==> src/rtl/fn_evq_pkg.sv <==
package fn_evq_pkg;

    localparam int FID_W       = 32;
    localparam int FH_W        = 32;
    localparam int FADDR_W     = 64;
    localparam int QUAL_W      = 32;
    localparam int PEC_W       = 16;
    localparam int FH_VIRT_BIT = 31;

    localparam logic [1:0] CC_ERROR = 2'd1;
    localparam logic [1:0] CC_AVAIL = 2'd2;

    localparam logic [PEC_W-1:0] PEC_RSV_TO_STBY = 16'h0301;
    localparam logic [PEC_W-1:0] PEC_TO_CFG      = 16'h0302;
    localparam logic [PEC_W-1:0] PEC_CFG_TO_STBY = 16'h0303;
    localparam logic [PEC_W-1:0] PEC_STBY_TO_RSV = 16'h0304;

    localparam logic [1:0] RSP_NORMAL  = 2'b00;
    localparam logic [1:0] RSP_NOACT   = 2'b01;
    localparam logic [1:0] RSP_UNKNOWN = 2'b10;

    typedef struct packed {
        logic [1:0]         cc;
        logic [PEC_W-1:0]   pec;
        logic [FH_W-1:0]    fh;
        logic [FID_W-1:0]   fid;
        logic [FADDR_W-1:0] faddr;
        logic [QUAL_W-1:0]  qual;
    } evt_t;

    typedef enum logic [2:0] {
        ST_IDLE,
        ST_PLUG_STBY,
        ST_PLUG_CFG,
        ST_UNPL_CFG,
        ST_UNPL_RSV
    } seq_state_e;

    typedef enum logic [1:0] {
        TOP_NONE,
        TOP_PLUG,
        TOP_CLR_CFG,
        TOP_CLR_LIVE
    } tbl_op_e;

endpackage

==> src/rtl/fn_evq_fifo.sv <==
module fn_evq_fifo
    import fn_evq_pkg::*;
#(
    parameter int DEPTH = 16
) (
    input  logic clk,
    input  logic rst_n,
    input  logic push,
    input  evt_t din,
    input  logic pop,
    output evt_t dout,
    output logic empty,
    output logic full,
    output logic push_ok,
    output logic overflow
);
    localparam int PTR_W = (DEPTH > 1) ? $clog2(DEPTH) : 1;
    localparam int CNT_W = PTR_W + 1;

    evt_t             mem [DEPTH];
    logic [PTR_W-1:0] wr_ptr, rd_ptr;
    logic [CNT_W-1:0] count;
    logic             rd_ok;

    assign empty   = (count == '0);
    assign full    = (count == CNT_W'(DEPTH));
    assign push_ok = push && !full;
    assign rd_ok   = pop && !empty;
    assign dout    = mem[rd_ptr];

    function automatic logic [PTR_W-1:0] next_ptr(input logic [PTR_W-1:0] p);
        return (p == PTR_W'(DEPTH - 1)) ? '0 : p + 1'b1;
    endfunction

    always_ff @(posedge clk) begin
        if (push_ok) mem[wr_ptr] <= din;
    end

    always_ff @(posedge clk) begin
        if (!rst_n) begin
            wr_ptr   <= '0;
            rd_ptr   <= '0;
            count    <= '0;
            overflow <= 1'b0;
        end else begin
            if (push_ok) wr_ptr <= next_ptr(wr_ptr);
            if (rd_ok)   rd_ptr <= next_ptr(rd_ptr);
            if (push_ok && !rd_ok)      count <= count + 1'b1;
            else if (rd_ok && !push_ok) count <= count - 1'b1;
            if (push && full) overflow <= 1'b1;
        end
    end

endmodule

==> src/rtl/fn_slot_table.sv <==
module fn_slot_table
    import fn_evq_pkg::*;
#(
    parameter int NUM_SLOTS = 8,
    parameter int SLOT_W    = 3
) (
    input  logic                 clk,
    input  logic                 rst_n,
    input  tbl_op_e              op,
    input  logic [SLOT_W-1:0]    op_slot,
    input  logic                 tog_en,
    input  logic [SLOT_W-1:0]    tog_slot,
    output logic [NUM_SLOTS-1:0] live,
    output logic [NUM_SLOTS-1:0] cfgd
);
    for (genvar g = 0; g < NUM_SLOTS; g++) begin : g_slot
        logic hit_op, hit_tog;
        assign hit_op  = (op_slot  == SLOT_W'(g));
        assign hit_tog = tog_en && (tog_slot == SLOT_W'(g));

        always_ff @(posedge clk) begin
            if (!rst_n) begin
                live[g] <= 1'b0;
                cfgd[g] <= 1'b0;
            end else if (hit_op && op == TOP_PLUG) begin
                live[g] <= 1'b1;
                cfgd[g] <= 1'b1;
            end else if (hit_op && op == TOP_CLR_CFG) begin
                cfgd[g] <= 1'b0;
            end else if (hit_op && op == TOP_CLR_LIVE) begin
                live[g] <= 1'b0;
            end else if (hit_tog) begin
                cfgd[g] <= !cfgd[g];
            end
        end
    end

endmodule

==> src/rtl/fn_evq_seq.sv <==
module fn_evq_seq
    import fn_evq_pkg::*;
#(
    parameter int NUM_SLOTS = 8,
    parameter int SLOT_W    = 3
) (
    input  logic                 clk,
    input  logic                 rst_n,
    input  logic                 err_push,
    input  logic [FH_W-1:0]      err_fh,
    input  logic [FID_W-1:0]     err_fid,
    input  logic [FADDR_W-1:0]   err_addr,
    input  logic [QUAL_W-1:0]    err_qual,
    input  logic [PEC_W-1:0]     err_pec,
    input  logic                 plug_req,
    input  logic [SLOT_W-1:0]    plug_slot,
    input  logic                 unplug_req,
    input  logic [SLOT_W-1:0]    unplug_slot,
    input  logic                 cfg_req,
    input  logic                 cfg_on,
    input  logic [FID_W-1:0]     cfg_fid,
    input  logic [NUM_SLOTS-1:0] live,
    input  logic [NUM_SLOTS-1:0] cfgd,
    output logic                 push,
    output evt_t                 push_evt,
    output tbl_op_e              op,
    output logic [SLOT_W-1:0]    op_slot,
    output logic                 tog_en,
    output logic [SLOT_W-1:0]    tog_slot,
    output logic                 busy,
    output logic                 rsp_valid,
    output logic [1:0]           rsp_code
);
    seq_state_e        state, state_nx;
    logic [SLOT_W-1:0] cur_slot, cur_slot_nx;
    logic              cfg_take, cfg_hit, cfg_same;
    logic [SLOT_W-1:0] cfg_slot;
    logic [1:0]        rsp_code_nx;
    evt_t              avail_evt;

    assign cfg_slot = cfg_fid[SLOT_W-1:0];
    assign cfg_hit  = (cfg_fid < FID_W'(NUM_SLOTS)) && live[cfg_slot];
    assign cfg_same = (cfg_on == cfgd[cfg_slot]);
    assign cfg_take = (state == ST_IDLE) && cfg_req && !plug_req && !unplug_req;
    assign busy     = (state != ST_IDLE);

    always_comb begin
        avail_evt       = '0;
        avail_evt.cc    = CC_AVAIL;
        avail_evt.fid   = live[cur_slot] ? FID_W'(cur_slot) : '0;
        avail_evt.fh    = live[cur_slot] ?
                          (FH_W'(cur_slot) | (FH_W'(1) << FH_VIRT_BIT)) : '0;
    end

    always_ff @(posedge clk) begin
        if (!rst_n) begin
            state     <= ST_IDLE;
            cur_slot  <= '0;
            rsp_valid <= 1'b0;
            rsp_code  <= RSP_NORMAL;
        end else begin
            state     <= state_nx;
            cur_slot  <= cur_slot_nx;
            rsp_valid <= cfg_take;
            if (cfg_take) rsp_code <= rsp_code_nx;
        end
    end

    always_comb begin
        state_nx    = state;
        cur_slot_nx = cur_slot;
        push        = 1'b0;
        push_evt    = avail_evt;
        op          = TOP_NONE;
        op_slot     = cur_slot;
        tog_en      = 1'b0;
        tog_slot    = cfg_slot;
        rsp_code_nx = RSP_UNKNOWN;
        unique case (state)
            ST_IDLE: begin
                if (err_push) begin
                    push           = 1'b1;
                    push_evt.cc    = CC_ERROR;
                    push_evt.pec   = err_pec;
                    push_evt.fh    = err_fh;
                    push_evt.fid   = err_fid;
                    push_evt.faddr = err_addr;
                    push_evt.qual  = err_qual;
                end
                if (plug_req) begin
                    op          = TOP_PLUG;
                    op_slot     = plug_slot;
                    cur_slot_nx = plug_slot;
                    state_nx    = ST_PLUG_STBY;
                end else if (unplug_req) begin
                    cur_slot_nx = unplug_slot;
                    state_nx    = cfgd[unplug_slot] ? ST_UNPL_CFG : ST_UNPL_RSV;
                end else if (cfg_req) begin
                    if (!cfg_hit) begin
                        rsp_code_nx = RSP_UNKNOWN;
                    end else if (cfg_same) begin
                        rsp_code_nx = RSP_NOACT;
                    end else begin
                        rsp_code_nx = RSP_NORMAL;
                        tog_en      = 1'b1;
                    end
                end
            end
            ST_PLUG_STBY: begin
                push         = 1'b1;
                push_evt.pec = PEC_RSV_TO_STBY;
                state_nx     = ST_PLUG_CFG;
            end
            ST_PLUG_CFG: begin
                push         = 1'b1;
                push_evt.pec = PEC_TO_CFG;
                state_nx     = ST_IDLE;
            end
            ST_UNPL_CFG: begin
                push         = 1'b1;
                push_evt.pec = PEC_CFG_TO_STBY;
                op           = TOP_CLR_CFG;
                state_nx     = ST_UNPL_RSV;
            end
            ST_UNPL_RSV: begin
                push         = 1'b1;
                push_evt.pec = PEC_STBY_TO_RSV;
                op           = TOP_CLR_LIVE;
                state_nx     = ST_IDLE;
            end
            default: state_nx = ST_IDLE;
        endcase
    end

endmodule

==> src/rtl/fn_event_ctrl.sv <==
module fn_event_ctrl
    import fn_evq_pkg::*;
#(
    parameter int NUM_SLOTS = 8,
    parameter int QDEPTH    = 16,
    localparam int SLOT_W   = (NUM_SLOTS > 1) ? $clog2(NUM_SLOTS) : 1
) (
    input  logic               clk,
    input  logic               rst_n,
    input  logic               err_push,
    input  logic [31:0]        err_fh,
    input  logic [31:0]        err_fid,
    input  logic [63:0]        err_addr,
    input  logic [31:0]        err_qual,
    input  logic [15:0]        err_pec,
    input  logic               plug_req,
    input  logic [SLOT_W-1:0]  plug_slot,
    input  logic               unplug_req,
    input  logic [SLOT_W-1:0]  unplug_slot,
    input  logic               cfg_req,
    input  logic               cfg_on,
    input  logic [31:0]        cfg_fid,
    output logic               rsp_valid,
    output logic [1:0]         rsp_code,
    output logic               busy,
    input  logic               pop_req,
    output logic               pop_done,
    output logic               pop_status,
    output logic [7:0]         pop_nt,
    output logic [1:0]         pop_cc,
    output logic [31:0]        pop_fid,
    output logic [31:0]        pop_fh,
    output logic [31:0]        pop_qual,
    output logic [63:0]        pop_addr,
    output logic [15:0]        pop_pec,
    output logic               have_event,
    output logic               overflow,
    output logic               crw_req
);
    logic                 push, push_ok, q_empty, q_full;
    evt_t                 push_evt, head;
    tbl_op_e              op;
    logic [SLOT_W-1:0]    op_slot, tog_slot;
    logic                 tog_en;
    logic [NUM_SLOTS-1:0] live, cfgd;

    fn_evq_seq #(.NUM_SLOTS(NUM_SLOTS), .SLOT_W(SLOT_W)) u_seq (
        .clk(clk), .rst_n(rst_n),
        .err_push(err_push), .err_fh(err_fh), .err_fid(err_fid),
        .err_addr(err_addr), .err_qual(err_qual), .err_pec(err_pec),
        .plug_req(plug_req), .plug_slot(plug_slot),
        .unplug_req(unplug_req), .unplug_slot(unplug_slot),
        .cfg_req(cfg_req), .cfg_on(cfg_on), .cfg_fid(cfg_fid),
        .live(live), .cfgd(cfgd),
        .push(push), .push_evt(push_evt),
        .op(op), .op_slot(op_slot), .tog_en(tog_en), .tog_slot(tog_slot),
        .busy(busy), .rsp_valid(rsp_valid), .rsp_code(rsp_code)
    );

    fn_slot_table #(.NUM_SLOTS(NUM_SLOTS), .SLOT_W(SLOT_W)) u_tbl (
        .clk(clk), .rst_n(rst_n), .op(op), .op_slot(op_slot),
        .tog_en(tog_en), .tog_slot(tog_slot), .live(live), .cfgd(cfgd)
    );

    fn_evq_fifo #(.DEPTH(QDEPTH)) u_fifo (
        .clk(clk), .rst_n(rst_n), .push(push), .din(push_evt),
        .pop(pop_req), .dout(head), .empty(q_empty), .full(q_full),
        .push_ok(push_ok), .overflow(overflow)
    );

    assign have_event = !q_empty;

    always_ff @(posedge clk) begin
        if (!rst_n) begin
            pop_done   <= 1'b0;
            pop_status <= 1'b0;
            pop_nt     <= '0;
            pop_cc     <= '0;
            pop_fid    <= '0;
            pop_fh     <= '0;
            pop_qual   <= '0;
            pop_addr   <= '0;
            pop_pec    <= '0;
            crw_req    <= 1'b0;
        end else begin
            crw_req  <= push_ok;
            pop_done <= pop_req;
            if (pop_req) begin
                pop_status <= q_empty;
                if (!q_empty) begin
                    pop_nt  <= 8'd2;
                    pop_cc  <= head.cc;
                    pop_fid <= head.fid;
                    pop_fh  <= head.fh;
                    pop_pec <= head.pec;
                    if (head.cc == CC_ERROR) begin
                        pop_qual <= head.qual;
                        pop_addr <= head.faddr;
                    end else begin
                        pop_qual <= '0;
                        pop_addr <= '0;
                    end
                end
            end
        end
    end

endmodule

==> config.mk <==
export PLATFORM = sky130hd
export DESIGN_NAME = fn_event_ctrl
export DESIGN_NICKNAME = d
export VERILOG_FILES = /design/src/rtl/fn_evq_pkg.sv /design/src/rtl/fn_evq_fifo.sv /design/src/rtl/fn_slot_table.sv /design/src/rtl/fn_evq_seq.sv /design/src/rtl/fn_event_ctrl.sv
export SDC_FILE = /design/constraint.sdc
export NUM_CORES = 2
export LEC_CHECK = 0
export BUFFER_PORTS_ARGS = -buffer_cell sky130_fd_sc_hd__buf_2
export CAP_MARGIN = 25
export CORE_MARGIN = 2
export CORE_UTILIZATION = 55
export CTS_CLUSTER_DIAMETER = 30
export CTS_CLUSTER_SIZE = 16
export DETAILED_ROUTE_END_ITERATION = 7
export PLACE_DENSITY_LB_ADDON = 0.08
export REMOVE_ABC_BUFFERS = 1
export SETUP_SLACK_MARGIN = 0.3
export SLEW_MARGIN = 25
export SYNTH_ARGS = -nofsm -noshare
export SYNTH_HDL_FRONTEND = slang
export SYNTH_SLANG_ARGS = --single-unit
==> constraint.sdc <==
create_clock -name clk -period 17.6 [get_ports clk]
set_input_delay 1.76 -clock clk [delete_from_list [all_inputs] [get_ports clk]]
set_output_delay 1.76 -clock clk [all_outputs]
set_load 0.005 [all_outputs]
==> run summary <==
Resize count post-CTS - 0
CTS Buffer Depth - 4
Initial DRT Pass Iterations - 5
Skew-Pair Late Insertion Delay - 0.96 ns
Share of cells above drive strength 1 - 0.3748
FF-to-FF setup slack - 11.99 ns
Initial antenna violation count - 29
Die Height - 464.2 um
Post-synth top area share - 0.7342
Ports - 417
Final Cycle Share - 0.3186
Setup CP Type - register to register
Routed WL per cell - 31.74 um
Total GRT Usage - 0.2718
Cell leakage power - 47.56 nW
Pin count of the biggest net entering global routing - 154
Worst min-delay path startpoint - pop_pec[8]
Final setup margin - 11.99 ns
Mapped Cells - 5095
PwrDens - 159.4 nW/um^2
Hold-fix buffers at CTS - 0
Maximum vdd drop - 0.1164 mV
Top cells by area in the synthesized netlist - edfxtp_1, mux4_2, dfxtp_1
Min-delay worst type - register to register
Row count - 168
Register area share after synthesis - 0.7728
Vias/cell - 6.250
Final setup fails - 0
Post-route ant nets - 0
RSZ-0062 raised after global routing - false
Die area - 215500 um^2
First-pass GRT wire length - 420700 um
Post-Route WL - 291400 um
Max Fclk - 178.4 MHz
Reg power frac - 0.381
CTS buffer count - 590
Commonest cells in the synthesized netlist - edfxtp_1, mux4_2, dfxtp_1
Post-synth EDFFs - 2848
Main synth FF type - edfxtp_1
Worst slack, placed - 11.79 ns
Combinational share of power - 0.117
Status - completed
Die X - 464.2 um
Post-synthesis cell type count - 54
Total grt overflow - 0
Clock network power share - 0.502
Register area - 90040 um^2
Net Switching - 5.211 mW
Startpoint types - register
R2R cell count - 8
Synthesis-stage register bit count - 3073
Multi-input logic area - 25230 um^2
Share of synthesized flip-flops with an asynchronous set or reset - 0
CTS root buffer - clkbuf_16
Worst Path Arrival - 6.42 ns
Cell taking the most area after synthesis - edfxtp_1
Initial drt markers - 6188
Initial Utilization - 0.5547
Reg2reg end - pop_fh[25]
Slew Limit Fails - 0
GPL Wtd Cong - 0.7581
Fill cell count - 13259
Ys Warns - 0
Max transition margin - 0.2508
H-tree Lvls - 6
Post-CTS Setup Bufs - 0
Vias - 57390
Cell with the most instances after synthesis - edfxtp_1
Pint - 17.49 mW
Worst Path Max Fanout - 102
Switching Share - 0.2296
Final Hold Fails - 0
Synthesis-to-layout area growth - 22.22%
Mapped Area - 116500 um^2
DP Wirelength - 139900 um
Post-Syn Area per Cell - 22.86 um^2
Vias in the first global route - 60262
Total negative slack - 0 ns
Worst EP required - 18.42 ns
# clock sinks - 3073
Residual DRC - 0
Core area - 210000 um^2
Crit path time final - 5.607 ns
Worst clock skew - 0.04983 ns
Final nets - 6130
Worst-Margin Slew - 1.124 ns
Buffers on Ports - 409
Clock transition at path regs - 0.05 ns
CTS tree - yes
Max-capacitance violation count - 0
CP endpoint - pop_fh[25]
Worst setup EP type - register
sequential cells by signal (all words and copies together), names as in the netlist, named ones only:
name and count:
pop_addr 64, u_seq.state 3, pop_fid 32, pop_fh 32
pop_cc 2, u_tbl.live 8, u_fifo.wr_ptr 4, pop_nt 1
u_seq.cur_slot 3, u_tbl.cfgd 8, u_fifo.mem 2848, u_fifo.overflow 1
pop_pec 16, pop_done 1, u_fifo.rd_ptr 4, pop_status 1
u_fifo.count 5, pop_qual 32, u_seq.rsp_code 2, crw_req 1
u_seq.rsp_valid 1
cell type report:
class,instances,area share
Antenna cell,10,0.0001758
Clock buffer,714,0.1126
Clock inverter,348,0.03038
Inverter,17,0.0004834
Multi-Input combinational cell,1699,0.1772
Sequential cell,3073,0.6325
Tap cell,2805,0.02465
Timing Repair Buffer,517,0.02199
power by group through the flow:
| stage | clock network [mW] | logic, mW | registers, mW |
|---|---|---|---|
| 5_1_grt | 11.9 | 2.85 | 8.67 |
| 2_1_floorplan | 0 | 3.40 | 9.10 |
| 6_report | 11.4 | 2.67 | 8.65 |
| 3_3_place_gp | 0 | 2.68 | 8.76 |
| 3_5_place_dp | 0 | 2.69 | 8.78 |
| 4_1_cts | 11.5 | 2.71 | 8.65 |
placed cells by master, fill, tap and decap left out, drive strengths merged, types with 4 or more instances in the layout:
master	instances
a21oi	17
and3	165
mux2i	16
nor4b	4
nor2	27
a211oi	8
nand3	11
mux4	893
nand2b	6
o21ai	23
buf	517
nor3	13
clkinvlp	53
and2	12
nand2	211
diode	10
o22ai	5
ha	9
dfxtp	225
clkbuf	714
bufinv	90
a22o	96
o21a	11
o211a	4
inv	53
clkinv	169
a21boi	88
xnor2	13
edfxtp	2848
nor4	14
a31oi	6
nor2b	12
conb	7
per-stage QoR:
stage	utilization	hold slack [ns]	total power [mW]	area, um^2	std cells
4_1_cts	0.6775	0.4656	22.87	142300	9171
3_5_place_dp	0.5805	0.4532	11.47	121900	8109
2_1_floorplan	-	0.4550	12.50	115200	4789
3_3_place_gp	0.5805	0.4428	11.44	121900	8109
6_report	0.6780	0.4646	22.70	142400	9183
5_1_grt	0.6779	0.4856	23.41	142400	9177
metal layers:
| metal | vias up | routed length, um | track usage |
|---|---|---|---|
| met4 | 8 | 6536 | 0.08084 |
| li1 | 23456 | - | - |
| met1 | 31025 | 119800 | 0.3852 |
| met2 | 2481 | 143800 | 0.4338 |
| met3 | 420 | 21260 | 0.05441 |
| met5 | - | 46 | 0 |
cell families (layout without fill, tap and decap cells):
| family | after synthesis | after routing | share of synthesized area |
|---|---|---|---|
| multiplexers | 910 | 910 | 0.1741 |
| XOR/XNOR | 15 | 15 | 0.001128 |
| AO/OA/AOI/OAI | 269 | 269 | 0.01753 |
| adder cells (fa/ha/maj) | 10 | 10 | 0.001139 |
| AND/OR/NAND/NOR | 488 | 488 | 0.02114 |
| other | 1 | 17 | 0.00003219 |
| flip-flops | 3073 | 3073 | 0.7728 |
| buffers and inverters | 329 | 1596 | 0.01207 |
worst min-delay path by stage:
stage	endpoint	slack, ns	depth (start not counted)
after floorplan	u_tbl.live[3]	0.45	2
after global placement	pop_nt[1]	0.44	1
after detailed placement	pop_nt[1]	0.45	1
after CTS	pop_pec[8]	0.47	2
after global routing	pop_addr[30]	0.49	1
final	pop_pec[8]	0.46	2
critical path, cell delays in order (launching register included):
cell	delay [ns]
dfxtp_4	0.95
buf_4	0.81
buf_4	0.83
buf_12	0.69
buf_12	0.61
mux4_2	0.60
mux4_2	0.48
nand2_1	0.08
a21boi_0	0.09
Power figures use the tool's default switching activity.
